`src/rtl/bcdl_pkg.sv`:
```
package bcdl_pkg;
  localparam int EXT_W  = 80;
  localparam int SIG_W  = 64;
  localparam int EXP_W  = 15;
  localparam int BIAS   = 16383;
  localparam logic [EXT_W-1:0] DEF_QNAN = {1'b1, {EXP_W{1'b1}}, 2'b11, {(SIG_W-2){1'b0}}};

  typedef enum logic [1:0] {
    S_IDLE = 2'd0,
    S_ACC  = 2'd1,
    S_NORM = 2'd2,
    S_PUSH = 2'd3
  } ld_state_t;
endpackage

```
`src/rtl/bcdl_accum.sv`:
```
module bcdl_accum #(
  parameter int NUM_DIGITS = 18,
  parameter int ACC_W      = 64
) (
  input  logic                    clk,
  input  logic                    rst,
  input  logic                    load,
  input  logic                    step,
  input  logic [4*NUM_DIGITS-1:0] digits,
  output logic [ACC_W-1:0]        acc
);
  localparam int BCD_W = 4 * NUM_DIGITS;

  logic [BCD_W-1:0] shreg;
  logic [3:0]       head;

  assign head = shreg[BCD_W-1 -: 4];

  always_ff @(posedge clk) begin
    if (rst) begin
      shreg <= '0;
      acc   <= '0;
    end else if (load) begin
      shreg <= digits;
      acc   <= '0;
    end else if (step) begin
      acc   <= (acc << 3) + (acc << 1) + ACC_W'(head);
      shreg <= shreg << 4;
    end
  end
endmodule

```
`src/rtl/bcdl_norm.sv`:
```
module bcdl_norm
  import bcdl_pkg::*;
(
  input  logic [SIG_W-1:0] mag,
  output logic [EXP_W-1:0] exp_o,
  output logic [SIG_W-1:0] sig_o
);
  localparam int LZ_W = $clog2(SIG_W) + 1;

  logic [LZ_W-1:0] lz;
  logic            is_zero;

  always_comb begin
    lz = LZ_W'(SIG_W);
    for (int i = 0; i < SIG_W; i++) begin
      if (mag[i]) lz = LZ_W'(SIG_W - 1 - i);
    end
  end

  assign is_zero = (mag == '0);

  always_comb begin
    if (is_zero) begin
      exp_o = '0;
      sig_o = '0;
    end else begin
      exp_o = EXP_W'(BIAS + SIG_W - 1) - EXP_W'(lz);
      sig_o = mag << lz;
    end
  end
endmodule

```
`src/rtl/bcdl_regstack.sv`:
```
module bcdl_regstack #(
  parameter int DEPTH = 8,
  parameter int WIDTH = 80,
  localparam int PTR_W = $clog2(DEPTH)
) (
  input  logic             clk,
  input  logic             rst,
  input  logic             we,
  input  logic [PTR_W-1:0] waddr,
  input  logic [WIDTH-1:0] wdata,
  input  logic [PTR_W-1:0] raddr,
  output logic [WIDTH-1:0] rdata,
  output logic [DEPTH-1:0] empty
);
  logic [WIDTH-1:0] mem [DEPTH];

  always_ff @(posedge clk) begin
    if (we) mem[waddr] <= wdata;
    rdata <= mem[raddr];
  end

  generate
    for (genvar g = 0; g < DEPTH; g++) begin : g_tag
      always_ff @(posedge clk) begin
        if (rst) empty[g] <= 1'b1;
        else if (we && waddr == PTR_W'(g)) empty[g] <= 1'b0;
      end
    end
  endgenerate
endmodule

```
`src/rtl/bcd_ext_loader.sv`:
```
module bcd_ext_loader
  import bcdl_pkg::*;
#(
  parameter int NUM_DIGITS  = 18,
  parameter int STACK_DEPTH = 8,
  localparam int PTR_W = $clog2(STACK_DEPTH)
) (
  input  logic                   clk,
  input  logic                   rst,
  input  logic                   start_i,
  input  logic [EXT_W-1:0]       operand_i,
  input  logic [PTR_W-1:0]       rd_idx_i,
  output logic                   busy_o,
  output logic                   done_o,
  output logic [PTR_W-1:0]       top_o,
  output logic [STACK_DEPTH-1:0] empty_o,
  output logic                   c1_o,
  output logic                   stack_fault_o,
  output logic [EXT_W-1:0]       rd_data_o
);
  localparam int BCD_W = 4 * NUM_DIGITS;
  localparam int CNT_W = $clog2(NUM_DIGITS);

  ld_state_t        state;
  logic [CNT_W-1:0] cnt;
  logic             sign_q;
  logic [EXT_W-1:0] res_q;
  logic [SIG_W-1:0] mag;
  logic [EXP_W-1:0] exp_n;
  logic [SIG_W-1:0] sig_n;
  logic [PTR_W-1:0] new_top;
  logic             ovf;
  logic             launch;
  logic             unused_pad;

  // pad bits between the digit field and the sign have no effect
  assign unused_pad = ^operand_i[EXT_W-2:BCD_W];

  assign launch  = (state == S_IDLE) && start_i;
  assign new_top = top_o - PTR_W'(1);
  assign ovf     = !empty_o[new_top];
  assign busy_o  = (state != S_IDLE);

  bcdl_accum #(.NUM_DIGITS(NUM_DIGITS), .ACC_W(SIG_W)) u_accum (
    .clk    (clk),
    .rst    (rst),
    .load   (launch),
    .step   (state == S_ACC),
    .digits (operand_i[BCD_W-1:0]),
    .acc    (mag)
  );

  bcdl_norm u_norm (
    .mag   (mag),
    .exp_o (exp_n),
    .sig_o (sig_n)
  );

  bcdl_regstack #(.DEPTH(STACK_DEPTH), .WIDTH(EXT_W)) u_stack (
    .clk   (clk),
    .rst   (rst),
    .we    (state == S_PUSH),
    .waddr (new_top),
    .wdata (ovf ? DEF_QNAN : res_q),
    .raddr (rd_idx_i),
    .rdata (rd_data_o),
    .empty (empty_o)
  );

  always_ff @(posedge clk) begin
    if (rst) begin
      state         <= S_IDLE;
      cnt           <= '0;
      sign_q        <= 1'b0;
      res_q         <= '0;
      top_o         <= '0;
      done_o        <= 1'b0;
      c1_o          <= 1'b0;
      stack_fault_o <= 1'b0;
    end else begin
      done_o        <= 1'b0;
      stack_fault_o <= 1'b0;
      case (state)
        S_IDLE: begin
          if (start_i) begin
            sign_q <= operand_i[EXT_W-1];
            cnt    <= '0;
            state  <= S_ACC;
          end
        end
        S_ACC: begin
          cnt <= cnt + CNT_W'(1);
          if (cnt == CNT_W'(NUM_DIGITS - 1)) state <= S_NORM;
        end
        S_NORM: begin
          res_q <= {sign_q, exp_n, sig_n};
          state <= S_PUSH;
        end
        S_PUSH: begin
          top_o         <= new_top;
          c1_o          <= ovf;
          stack_fault_o <= ovf;
          done_o        <= 1'b1;
          state         <= S_IDLE;
        end
        default: state <= S_IDLE;
      endcase
    end
  end
endmodule

```
`config.mk`:
```
export PLATFORM = sky130hd
export DESIGN_NAME = bcd_ext_loader
export DESIGN_NICKNAME = d
export VERILOG_FILES = /design/src/rtl/bcdl_pkg.sv /design/src/rtl/bcdl_accum.sv /design/src/rtl/bcdl_norm.sv /design/src/rtl/bcdl_regstack.sv /design/src/rtl/bcd_ext_loader.sv
export SDC_FILE = /design/constraint.sdc
export NUM_CORES = 1
export LEC_CHECK = 0
export ABC_CLOCK_PERIOD_IN_PS = 8600
export BUFFER_PORTS_ARGS = -buffer_cell sky130_fd_sc_hd__buf_2
export CAP_MARGIN = 5
export CELL_PAD_IN_SITES_DETAIL_PLACEMENT = 1
export CELL_PAD_IN_SITES_GLOBAL_PLACEMENT = 1
export CORE_MARGIN = 4
export CORE_UTILIZATION = 52
export CTS_CLUSTER_SIZE = 40
export DETAILED_ROUTE_END_ITERATION = 10
export MAX_ROUTING_LAYER = met4
export PLACE_DENSITY_LB_ADDON = 0.12
export SLEW_MARGIN = 5
export SYNTH_ARGS = -nofsm -noshare
export SYNTH_HDL_FRONTEND = slang
export SYNTH_SLANG_ARGS = --single-unit
```
`constraint.sdc`:
```
create_clock -name clk -period 8.6 [get_ports clk]
set_clock_uncertainty 0.15 [all_clocks]
set_input_delay 0.86 -clock clk [delete_from_list [all_inputs] [get_ports clk]]
set_output_delay 0.86 -clock clk [all_outputs]
set_load 0.05 [all_outputs]
```
==> reports/metrics.json <==
{
  "pwr": {
    "power_leakage_nw": 17.5,
    "irDropWorstVdd_uv": 300,
    "total_power_w": 0.0146,
    "power_density_nw_per_um2": 304
  },
  "cells_and_area": {
    "mostFrequentLayoutCell": "edfxtp_1",
    "layout.cells.most_common_list": "edfxtp_1 (624), dfxtp_1 (314), nor2_1 (254)",
    "num-nets-final": 3523,
    "layout-area-overhead-vs-synth_pct": 12.6,
    "post_route_cells_drive_above_1_share_pct": 20.7
  },
  "logic_synthesis": {
    "post_synth_and_or_nand_nor_area_fraction_pct": 8.14,
    "yosys.area_share.xor_xnor_pct": 1.27,
    "main_combinational_cell_family_by_area_after_synthesis": "multiplexers",
    "synthMuxAreaShare_pct": 16.3,
    "synth-seq-area-share_pct": 58.6,
    "cell_count_after_synthesis": 3162,
    "async_reset_ff_share_pct": 0,
    "synth.avg_cell_area_um2": 13.5,
    "number_of_flops_mapped_to_enable_cells_by_yosys": 624,
    "ys_seq_elements": 938,
    "synth-warning-count": 0,
    "synth_compound_area_share_pct": 9.49,
    "synth.cell_area_um2": 42700,
    "post_synth_num_cell_types": 86,
    "postSynth.topFlopCell": "edfxtp_1",
    "synth-adder-area-share_pct": 4.08,
    "synth.net_count": 3386
  },
  "clock_network": {
    "cts_tree": "done",
    "cts.root.buffer_cell": "clkbuf_16",
    "cts.sinks": 938,
    "cts.repair.resized": 0,
    "clk-insertion-delay-late_ns": 0.68,
    "numCtsBuffers": 96,
    "level_count_of_the_clock_h_tree": 3,
    "clk_pin_slew_ns": 0.07,
    "maximum_clock_insertion_buffer_count": 3,
    "hold_buffers": 0,
    "cts.repair_timing.setup_buffer_count": 0
  },
  "run": {
    "maxCapViolations": 0
  },
  "sta": {
    "finalHoldViolations": 0,
    "timing.final.setup_violations": 0,
    "tightest_slew_ns": 1.33,
    "min_period_over_period_pct": 61.4,
    "fin_crit_ns": 5.28,
    "slew_viol_final": 0,
    "relSlewSlack_pct": 10.8,
    "rsz0062_at_grt": "false",
    "fin_setup_tns_ns": 0,
    "timing.fmax_mhz": 190
  },
  "placed_design": {
    "dpl.hpwl_um": 75200,
    "port-buffer-count": 173,
    "place_congestion": 0.907
  },
  "die": {
    "initial_core_utilization_pct": 52.8,
    "rows": 104,
    "boundaryPins": 181,
    "die_x_um": 295,
    "design.die.area_um2": 86800,
    "dieHeight_um": 295,
    "core-area_um2": 80900
  },
  "global_routing": {
    "grt_max_degree": 90,
    "grt_use_total_pct": 27.5,
    "overflow": 0,
    "initial_antenna_violation_count": 4,
    "grt_pass1_vias": 29009,
    "grt_pass1_wl_um": 180000
  },
  "critical_path": {
    "worstSetupStartpointType": "flip-flop",
    "reg2reg_setup_slack_ns": 3.32,
    "timing.critical_path.to": "res_q[57]",
    "worst_setup_path_startpoint": "u_accum.acc[24]",
    "cp.required_ns": 9.01,
    "worst_path_max_delay_cell": "nor4_1",
    "path_depth": 13,
    "critical_path.top_delay_family": "simple AND/OR/NAND/NOR gates",
    "worstPathMaxFanout": 69,
    "rr_worst_depth": 13,
    "critPathMaxStageDelay_ns": 0.97,
    "critPathMostFrequentCell": "nor4_1",
    "critical_path.cell_chain": "nor4_1 -> nand3_1 -> nor3_1 -> a221oi_1 -> o21ai_4 -> buf_4 -> inv_2 -> a211oi_1 -> nor4_1 -> nor4_1 -> nor2_1 -> o21ai_0 -> o211ai_1",
    "regToRegEndpoint": "res_q[57]",
    "worst-path-buf-inv": 2,
    "end_kind": "flip-flop",
    "path_type_of_the_worst_setup_path": "flip-flop to flip-flop",
    "regToRegStartpoint": "u_accum.acc[24]",
    "timing.critical_path.arrival_ns": 5.68
  },
  "drt": {
    "dr.pass1.iters": 5,
    "drt_iter0_drc": 1874,
    "via_total_after_detailed_routing": 27566,
    "remaining_drc_errors": 0,
    "antenna_left": 0,
    "vias_per_cell": 6.20,
    "route.final.wire_length_um": 117000,
    "routedWlPerCell_um": 26.3
  },
  "outcome": {
    "outcome": "finished, final reports clean"
  },
  "min_path": {
    "hold_class": "input pin to flip-flop"
  }
}
[logic make-up (layout without fill, tap and decap cells)]
logic type / Yosys count / after routing
xor+xnor: 62 / 62
buf+inv: 221 / 441
mux: 483 / 483
simple gates: 731 / 731
flops: 938 / 938
other cells: 0 / 5
compound gates: 589 / 589
fa+ha+maj: 138 / 138
[final cells by class]
cell class	count	area (um^2)
inverters	39	146
flip-flops and latches	938	25000
well taps	1060	1330
multi-input cells	2003	16900
diodes	5	12.5
clock buffers	129	2720
fillers	7821	32800
repair buffers	221	1260
clock inverters	52	701
[worst min-delay path by stage]
stage	to	slack, ns	cells after the start	start
global route	sign_q	0.27	3	operand_i[79]
floorplan	res_q[35]	0.27	2	res_q[35]
CTS	sign_q	0.25	3	operand_i[79]
global placement	sign_q	0.30	2	sign_q
detailed placement	res_q[76]	0.30	2	res_q[76]
finish	sign_q	0.28	3	operand_i[79]
[synthesized netlist by cell type, drive strengths merged (22+ instances only)]
cell | count | area, um^2
nor4 | 22 | 138
a221oi | 26 | 228
dfxtp | 314 | 6290
mux2i | 237 | 2390
a211oi | 118 | 886
nand2 | 160 | 606
nor2 | 260 | 976
nand3 | 44 | 220
nor3 | 49 | 245
o21ai | 85 | 437
ha | 136 | 1700
edfxtp | 624 | 18700
mux4 | 160 | 3600
clkbuf | 118 | 443
mux2 | 86 | 972
a21oi | 135 | 694
and2 | 23 | 144
xnor2 | 43 | 377
inv | 39 | 146
a22oi | 29 | 218
nor2b | 80 | 500
buf | 64 | 323
a21o | 42 | 315
[flip-flops by register name, summed over array words and instances, names as in the netlist]
register	count
u_stack.mem	624
res_q	78
u_stack.rdata	78
u_accum.shreg	72
u_accum.acc	64
u_stack.empty	8
cnt	5
top_o	3
state	2
c1_o	1
done_o	1
sign_q	1
stack_fault_o	1
[worst register-to-register path, delay by kind of cell (launching register included)]
family,cells,cell delay (ns)
AOI/OAI and AO/OA,5,1.32
buffers and inverters,2,1.30
DFF,1,0.45
and+or+nand+nor,6,1.98
[power breakdown]
part | total (W) | internal [W] | switching [W]
sequential | 0.00536 | 0.00517 | 0.000199
clock | 0.00442 | 0.00258 | 0.00184
combinational | 0.00485 | 0.00154 | 0.00332
[layer usage]
| metal | global-route usage [%] | vias up | share of wire, % |
|---|---|---|---|
| met1 | 36.3 | 14258 | 43 |
| met5 | - | - | 0 |
| li1 | - | 12480 | - |
| met2 | 46.8 | 667 | 51 |
| met4 | 6.06 | 0 | 2.1 |
| met3 | 2.83 | 161 | 4.0 |
[stage by stage]
| stage | setup slack, ns | instance area, um^2 | utilization [%] | std cells | hold slack [ns] |
|---|---|---|---|---|---|
| after global routing | 2.90 | 48100 | 59.4 | 4446 | 0.266 |
| after floorplan | 0.959 | 42700 | - | 3162 | 0.267 |
| after global placement | 3.59 | 44700 | 55.2 | 4261 | 0.299 |
| final | 3.32 | 48100 | 59.4 | 4447 | 0.284 |
| after CTS | 3.39 | 48100 | 59.4 | 4442 | 0.249 |
| after detailed placement | 3.47 | 44700 | 55.2 | 4261 | 0.302 |
No activity file was read; power rests on OpenSTA's default activity.
